### src/rtl/regwin_pkg.sv
package regwin_pkg;

    localparam int DATA_W = 8;
    localparam int PTR_W  = 5;
    localparam int NREG   = 1 << PTR_W;
    localparam int CODE_W = 7;
    localparam int SEL_W  = 2;

    localparam logic [PTR_W-1:0] IDX_CDB1   = 5'h03;
    localparam logic [PTR_W-1:0] IDX_PHASE  = 5'h10;
    localparam logic [PTR_W-1:0] IDX_STATUS = 5'h17;
    localparam logic [PTR_W-1:0] IDX_CMD    = 5'h18;
    localparam logic [PTR_W-1:0] IDX_DATA   = 5'h19;
    localparam logic [PTR_W-1:0] IDX_AUX    = 5'h1A;

    localparam int AUX_INT_BIT = 7;
    localparam int AUX_CIP_BIT = 4;

    typedef enum logic [SEL_W-1:0] {
        PORT_INDEX = 2'd0,
        PORT_WIN   = 2'd1,
        PORT_RSV2  = 2'd2,
        PORT_RSV3  = 2'd3
    } port_e;

    typedef struct packed {
        logic              wr;
        logic              rd;
        logic [PTR_W-1:0]  idx;
        logic [DATA_W-1:0] data;
    } win_acc_t;

    function automatic logic idx_holds(input logic [PTR_W-1:0] p);
        return (p == IDX_CMD) || (p == IDX_DATA) || (p == IDX_AUX);
    endfunction

endpackage

### src/rtl/regwin_index.sv
module regwin_index
    import regwin_pkg::*;
(
    input  logic             clk,
    input  logic             rst,
    input  logic             load,
    input  logic [PTR_W-1:0] load_val,
    input  logic             step,
    output logic [PTR_W-1:0] idx
);

    always_ff @(posedge clk) begin
        if (rst) begin
            idx <= '0;
        end else if (load) begin
            idx <= load_val;
        end else if (step && !idx_holds(idx)) begin
            idx <= idx + 1'b1;
        end
    end

    assert_advance_R4: assert property (@(posedge clk) disable iff (rst)
        (step && !load && !idx_holds(idx)) |=> (idx == $past(idx) + 1'b1));

    assert_hold_R5: assert property (@(posedge clk) disable iff (rst)
        (step && !load && idx_holds(idx)) |=> $stable(idx));

    assert_load_R2: assert property (@(posedge clk) disable iff (rst)
        load |=> (idx == $past(load_val)));

endmodule

### src/rtl/regwin_bank.sv
module regwin_bank
    import regwin_pkg::*;
(
    input  logic              clk,
    input  logic              rst,
    input  win_acc_t          acc,
    output logic [DATA_W-1:0] rd_val,
    output logic [DATA_W-1:0] aux,
    output logic              launch
);

    logic [DATA_W-1:0] regs     [NREG];
    logic [DATA_W-1:0] regs_nxt [NREG];

    logic hit_cmd, hit_cdb1, hit_status;

    always_comb begin
        hit_cmd    = acc.wr && (acc.idx == IDX_CMD);
        hit_cdb1   = acc.wr && (acc.idx == IDX_CDB1);
        hit_status = acc.rd && (acc.idx == IDX_STATUS);
    end

    always_comb begin
        for (int i = 0; i < NREG; i++) begin
            regs_nxt[i] = regs[i];
            if (acc.wr && (acc.idx == PTR_W'(i))) begin
                regs_nxt[i] = acc.data;
            end else if (PTR_W'(i) == IDX_AUX) begin
                if (hit_cmd)    regs_nxt[i][AUX_CIP_BIT] = 1'b1;
                if (hit_status) regs_nxt[i][AUX_INT_BIT] = 1'b0;
            end else if (PTR_W'(i) == IDX_PHASE) begin
                if (hit_cdb1) regs_nxt[i] = '0;
            end
        end
    end

    always_ff @(posedge clk) begin
        for (int i = 0; i < NREG; i++) begin
            if (rst) regs[i] <= '0;
            else     regs[i] <= regs_nxt[i];
        end
    end

    assign rd_val = regs[acc.idx];
    assign aux    = regs[IDX_AUX];
    assign launch = hit_cmd;

    assert_cip_set_R6: assert property (@(posedge clk) disable iff (rst)
        hit_cmd |=> aux[AUX_CIP_BIT]);

    assert_phase_clr_R7: assert property (@(posedge clk) disable iff (rst)
        hit_cdb1 |=> (regs[IDX_PHASE] == '0));

    assert_int_clr_R8: assert property (@(posedge clk) disable iff (rst)
        (hit_status && !acc.wr) |=> !aux[AUX_INT_BIT]);

endmodule

### src/rtl/regwin_launch.sv
module regwin_launch
    import regwin_pkg::*;
(
    input  logic              clk,
    input  logic              rst,
    input  logic              fire,
    input  logic [DATA_W-1:0] byte_in,
    output logic              cmd_start,
    output logic [CODE_W-1:0] cmd_code
);

    always_ff @(posedge clk) begin
        if (rst) begin
            cmd_start <= 1'b0;
            cmd_code  <= '0;
        end else begin
            cmd_start <= fire;
            if (fire) cmd_code <= byte_in[CODE_W-1:0];
        end
    end

    assert_pulse_src_R6: assert property (@(posedge clk) disable iff (rst)
        cmd_start |-> $past(fire));

    assert_code_R6: assert property (@(posedge clk) disable iff (rst)
        fire |=> (cmd_code == $past(byte_in[CODE_W-1:0])));

endmodule

### src/rtl/regwin_top.sv
module regwin_top
    import regwin_pkg::*;
(
    input  logic              clk,
    input  logic              rst,
    input  logic [SEL_W-1:0]  port_sel,
    input  logic              wr_en,
    input  logic              rd_en,
    input  logic [DATA_W-1:0] wr_data,
    output logic [DATA_W-1:0] rd_data,
    output logic              cmd_start,
    output logic [CODE_W-1:0] cmd_code,
    output logic              irq
);

    logic             rd_take;
    logic             idx_load;
    logic             win_touch;
    logic [PTR_W-1:0] idx;
    win_acc_t         acc;
    logic [DATA_W-1:0] win_val;
    logic [DATA_W-1:0] aux;
    logic             launch;

    always_comb begin
        rd_take   = rd_en && !wr_en;
        idx_load  = wr_en && (port_sel == PORT_INDEX);
        acc.wr    = wr_en && (port_sel == PORT_WIN);
        acc.rd    = rd_take && (port_sel == PORT_WIN);
        acc.idx   = idx;
        acc.data  = wr_data;
        win_touch = acc.wr || acc.rd;
    end

    regwin_index u_index (
        .clk      (clk),
        .rst      (rst),
        .load     (idx_load),
        .load_val (wr_data[PTR_W-1:0]),
        .step     (win_touch),
        .idx      (idx)
    );

    regwin_bank u_bank (
        .clk    (clk),
        .rst    (rst),
        .acc    (acc),
        .rd_val (win_val),
        .aux    (aux),
        .launch (launch)
    );

    regwin_launch u_launch (
        .clk       (clk),
        .rst       (rst),
        .fire      (launch),
        .byte_in   (wr_data),
        .cmd_start (cmd_start),
        .cmd_code  (cmd_code)
    );

    always_ff @(posedge clk) begin
        if (rst) begin
            rd_data <= '0;
        end else if (rd_take) begin
            unique case (port_sel)
                PORT_INDEX: rd_data <= aux;
                PORT_WIN:   rd_data <= win_val;
                default:    rd_data <= '0;
            endcase
        end
    end

    assign irq = aux[AUX_INT_BIT];

    assert_unused_rd_R9: assert property (@(posedge clk) disable iff (rst)
        (rd_take && port_sel[1]) |=> (rd_data == '0));

    assert_unused_wr_R9: assert property (@(posedge clk) disable iff (rst)
        (wr_en && port_sel[1]) |=> ($stable(idx) && $stable(aux) && !cmd_start));

    assert_aux_rd_R3: assert property (@(posedge clk) disable iff (rst)
        (rd_take && port_sel == PORT_INDEX) |=> (rd_data == $past(aux)) && $stable(idx));

    assert_rd_hold_R10: assert property (@(posedge clk) disable iff (rst)
        !rd_take |=> $stable(rd_data));

endmodule

### config.mk
export PLATFORM = sky130hd
export DESIGN_NAME = regwin_top
export DESIGN_NICKNAME = d
export VERILOG_FILES = /design/src/rtl/regwin_pkg.sv /design/src/rtl/regwin_index.sv /design/src/rtl/regwin_bank.sv /design/src/rtl/regwin_launch.sv /design/src/rtl/regwin_top.sv
export SDC_FILE = /design/constraint.sdc
export NUM_CORES = 1
export LEC_CHECK = 0
export CORE_AREA = 2 2 185 187
export DETAILED_ROUTE_END_ITERATION = 12
export DIE_AREA = 0 0 187 189
export MAX_ROUTING_LAYER = met4
export PLACE_DENSITY = 0.65
export SLEW_MARGIN = 40
export SYNTH_ARGS = -nofsm -noshare
export SYNTH_HDL_FRONTEND = slang
export SYNTH_SLANG_ARGS = --single-unit
### constraint.sdc
create_clock -name clk -period 6.83 [get_ports clk]
set_clock_uncertainty 0.1 [all_clocks]
set_input_delay 0.683 -clock clk [delete_from_list [all_inputs] [get_ports clk]]
set_output_delay 0.683 -clock clk [all_outputs]
set_load 0.005 [all_outputs]
* After elaboration in Yosys (flattened, before gate mapping)
Memories as Yosys holds them, arrays and structs flattened. A register that Yosys moved wholly into a read port is not among the register bits.
Index checks and enable logic that the tools add are counted.
** Operators by class
- Add/subtract/negate cells :: 1
- Reductions and logical operators :: 80
- Bitwise logic cells :: 35
- Mux-type cells :: 81
- Equality and inequality tests :: 66
** Operators by type and width (count)
- $mux 8 :: 63
- $eq 5x5->1 const B :: 16
- $reduce_and 2->1 :: 34
- $eq 5x4->1 const B :: 8
- $logic_and 1x1->1 :: 38
- $or 1x1->1 :: 35
- $ne 1x1->1 const B :: 31
- $eq 5x3->1 const B :: 4
- $mux 5 :: 4
- $pmux 8 s2 :: 1
- $eq 5x2->1 const B :: 2
- $mux 1 :: 9
- $mux 4 :: 2
- $ne 2x2->1 const B :: 3
- $add 5x1->5 const B :: 1
- $eq 5x1->1 const B :: 1
- $logic_not 5->1 :: 1
- $mux 2 :: 2
- $logic_or 1x1->1 :: 3
- $eq 2x1->1 const B :: 1
- $logic_not 1->1 :: 2
- $logic_not 2->1 :: 1
- $reduce_bool 2->1 :: 1
** Storage, ports and cells
- Memory bits (writable) :: 256
- Memories kept :: 1
- Word-level logic and storage cells :: 268
- Flip-flop bits (word level) :: 21
- Bits of input ports :: 14
** Memories
- u_bank.regs :: words 32, width 8, rd ports 2, clocked after Yosys merged registers in 1, wr ports 32, line regwin_bank.sv:12 : logic [DATA_W-1:0] regs [NREG];

* Depth between registers and ports, before layout
- Word-level depth :: 9
- Mapped depth :: 8
- Gate-level depth less buffers :: 7

* Modules after synthesis
From an unflattened synthesis, not the netlist that was laid out.
** Unflattened totals
- Cells, all modules :: 950
- Area, all modules :: 13281.5 um^2
** By module, submodules not included
- regwin_bank :: instances 1, seq. area each 7607.3 um^2, cells each 845, area an instance 12230.5 um^2
- regwin_top :: instances 1, seq. area each 160.2 um^2, cells each 37, area an instance 395.4 um^2
- regwin_index :: instances 1, seq. area each 100.1 um^2, cells each 43, area an instance 377.9 um^2
- regwin_launch :: instances 1, seq. area each 160.2 um^2, cells each 25, area an instance 277.8 um^2

* Worst setup path after synthesis
No wires, ideal clock.
- Path kind :: input -> register
- From :: input port port_sel[0]
- To :: memory u_bank.regs[16][0] (enable)
- Stages on the path :: 5
- Arrival :: 2.097 ns
- Path slack :: 4.259 ns
- Data required time :: 6.355 ns
- Library setup time :: 0.375 ns
- Path buffers :: 1
- Cells stage by stage :: clkbuf_1 nor2b_1 nand2_1 o21bai_1 o21bai_1
** RTL lines
- start: declaration :: line regwin_top.sv:6 : input logic [SEL_W-1:0] port_sel,
- end: declaration :: line regwin_bank.sv:12

==> flow_metrics.py <==
metrics = {
    "placed_design": {
        "hpwl_mm": 21.9,
        "place_inst": 1433,
        "routabilityCongestion": 0.859,
        "portBuffers": 30,
    },
    "clock_tree": {
        "h-tree-depth": 1,
        "cts_tree": "done",
        "clk_latency_ns": 0.55,
        "post_cts_buffers": 0,
        "cts.sinks": 282,
        "ctsHoldBuffers": 0,
        "cts_made_buffers": 29,
        "cts-root-buf": "clkbuf_16",
        "path_clk_slew_ns": 0.06,
        "cts_resized": 0,
        "clockBufferDepth": 3,
    },
    "power_and_ir_drop": {
        "seqPwrFrac_pct": 51.3,
        "p_leak_nw": 5.09,
        "power.internal_mw": 2.93,
        "p_switching_mw": 0.886,
        "power.density_mw_per_mm2": 259,
        "switching_share_pct": 23.2,
        "vdd_drop_max_mv": 0.175,
        "p_clk_share_pct": 40.4,
        "combPwrFrac_pct": 8.4,
    },
    "yosys": {
        "ys_seq_area_share_pct": 61.5,
        "synth_nets": 1035,
        "yosysTopAreaCell": "edfxtp_1",
        "postSynthCellCount": 1015,
        "syn_area_mm2": 0.0132,
        "synth_flop_cell": "edfxtp_1",
        "synth_area_leaders": "edfxtp_1 (56%), and2_1 (8.9%), mux2i_1 (7.3%)",
        "synth-seq-cells": 282,
        "avgSynthCellArea_um2": 13.0,
        "synth.distinct_cells": 48,
        "synth_top_area_share_pct": 56.3,
        "yosys_warnings": 0,
        "synth_edf_count": 248,
        "postSynth.asyncResetShare_pct": 0,
    },
    "drt": {
        "wl_per_cell_um": 22.6,
        "drt-total-wl_mm": 33.6,
        "num_vias": 8160,
        "first_pass_iters": 5,
        "drtIter0Drc": 852,
        "ant_nets": 0,
        "drc_errors": 0,
        "vias_per_cell": 5.49,
    },
    "critical_path": {
        "critPathLaunchType": "input pin",
        "worstSetupEndpointType": "register",
        "critical_path.max_fanout": 15,
        "crit_path_start": "port_sel[0]",
        "endpoint": "u_bank.regs[16][3]",
        "timing.rr.end": "rd_data[1]",
        "critPathRequiredTime_ns": 6.91,
        "critPathArrivalTime_ns": 3.13,
        "reg2regPathDepth": 6,
        "path_class": "in -> reg",
        "reg2reg_slack_ns": 3.80,
    },
    "timing": {
        "fin_setup_tns_ns": 0,
        "finalSetupViolCount": 0,
        "clock.fmax_mhz": 328,
        "hold_viol_final": 0,
        "tightestPinTransition_ns": 0.827,
        "period_share_pct": 44.7,
        "finalWorstPathRequiredPeriod_ns": 3.05,
        "maxSlewViolCount": 0,
        "max-slew-margin-rel_pct": 44.8,
        "rsz0062_at_grt": "false",
    },
    "cells_and_area": {
        "syn2layout_area_growth_pct": 11.5,
        "nFillCells": 2983,
        "seqCellArea_mm2": 0.00813,
        "post_route_cells_drive_above_1_share_pct": 8.78,
        "fin_util_pct": 44.3,
        "multi_input_area_mm2": 0.00471,
        "fin_cells": 1486,
        "nets": 1036,
    },
    "worst_hold_path": {
        "hold_class": "reg -> reg",
    },
    "floorplanning": {
        "core_area_mm2": 0.0333,
        "io_pins": 31,
        "die_area_mm2": 0.0353,
        "start_util_pct": 39.7,
        "die_h_um": 189,
        "rows": 67,
        "die_w_um": 187,
    },
    "grt": {
        "grt_max_degree": 65,
        "grt_usage_pct": 19.6,
        "grt_pass1_vias": 8048,
        "overflow": 0,
        "antenna_found_initial": 1,
        "grt_pass1_wl_mm": 50.5,
    },
    "run": {
        "drv_cap": 0,
    },
    "status": {
        "status": "completed",
    },
}
## area by class of cell
cell class,instances,area share [%]
clock buffer,36,5.10
timing repair buffer,47,2.83
antenna,1,0.0170
multi-input combinational,651,31.9
clock inverter,16,1.03
inverter,5,0.127
sequential,282,55.2
tap,448,3.80
## sequential cells by signal, indices dropped and copies added, names as in the netlist, named ones only
register            flops
u_launch.cmd_start      1
u_launch.cmd_code       7
u_bank.regs           256
u_index.idx             5
rd_data                 8
## per-stage QoR
step	cell area (um^2)	hold WS, ns	total power, mW	setup WS, ns
3_3_place_gp	13800	0.352	2.30	3.22
5_1_grt	14700	0.380	3.91	3.62
4_1_cts	14700	0.367	3.83	3.66
3_5_place_dp	13800	0.355	2.31	3.11
6_report	14700	0.369	3.81	3.78
2_1_floorplan	13200	0.345	2.20	4.26
## power groups by stage
| stage | registers [mW] | logic (mW) | clock network, mW |
|---|---|---|---|
| floorplan | 1.97 | 0.228 | 0 |
| detailed placement | 1.99 | 0.316 | 0 |
| CTS | 1.95 | 0.317 | 1.55 |
| finish | 1.95 | 0.320 | 1.54 |
| global placement | 1.99 | 0.312 | 0 |
| global route | 1.96 | 0.340 | 1.61 |
## Yosys cell counts (all sizes together), types with 3 or more instances
master / count
nor2: 48
a221oi: 17
clkbuf: 50
nand2b: 5
inv: 5
a22o: 16
buf: 27
mux4: 16
mux2i: 96
dfxtp: 34
o21bai: 28
o22ai: 8
nand3: 9
nor2b: 18
and2: 189
or2: 3
a22oi: 24
nor3: 67
o41ai: 8
edfxtp: 248
nand2: 43
a211oi: 8
a21oi: 28
ha: 6
## worst min path at each step
| stage | from | to | slack, ns | depth (start not counted) |
|---|---|---|---|---|
| after floorplan | u_bank.regs[26][1] | u_bank.regs[26][1] | 0.35 | 2 |
| after global placement | u_launch.cmd_code[2] | u_launch.cmd_code[2] | 0.35 | 2 |
| after detailed placement | u_launch.cmd_code[6] | u_launch.cmd_code[6] | 0.36 | 2 |
| after CTS | u_launch.cmd_code[6] | u_launch.cmd_code[6] | 0.37 | 2 |
| after global routing | u_launch.cmd_code[6] | u_launch.cmd_code[6] | 0.38 | 2 |
| final | u_launch.cmd_code[6] | u_launch.cmd_code[6] | 0.37 | 2 |
## critical path: stages
cell,delay [ns]
clkdlybuf4s50_1,0.68
nor2b_1,0.24
nand2_1,0.49
o21bai_2,0.61
o21bai_1,0.42
## routing by layer
metal	GRT usage (%)	vias to the layer above	routed length (um)
met2	30.5	283	15500
met1	25.9	4049	14500
li1	-	3771	-
met4	6.99	0	1180
met3	3.37	57	2460
met5	-	-	0
## cells by family (layout without fill, tap and decap cells)
family / Yosys count / in the layout / synth area share (%)
AOI/OAI and AO/OA: 146 / 146 / 8.42
adders and majority gates: 6 / 6 / 0.568
buffers and inverters: 82 / 104 / 3.40
DFF: 282 / 282 / 61.5
muxes: 112 / 112 / 10.2
other: 0 / 1 / 0
and+or+nand+nor: 387 / 387 / 15.9
## cells in the final DEF (no fill, tap or decap), drive strengths merged, types with 27 or more instances in the layout
master	instances
nor2	48
nor3	67
clkdlybuf4s50	27
a21oi	28
clkbuf	36
and2	189
dfxtp	34
nand2	43
mux2i	96
o21bai	28
edfxtp	248
(Power assumes the default switching activity.)
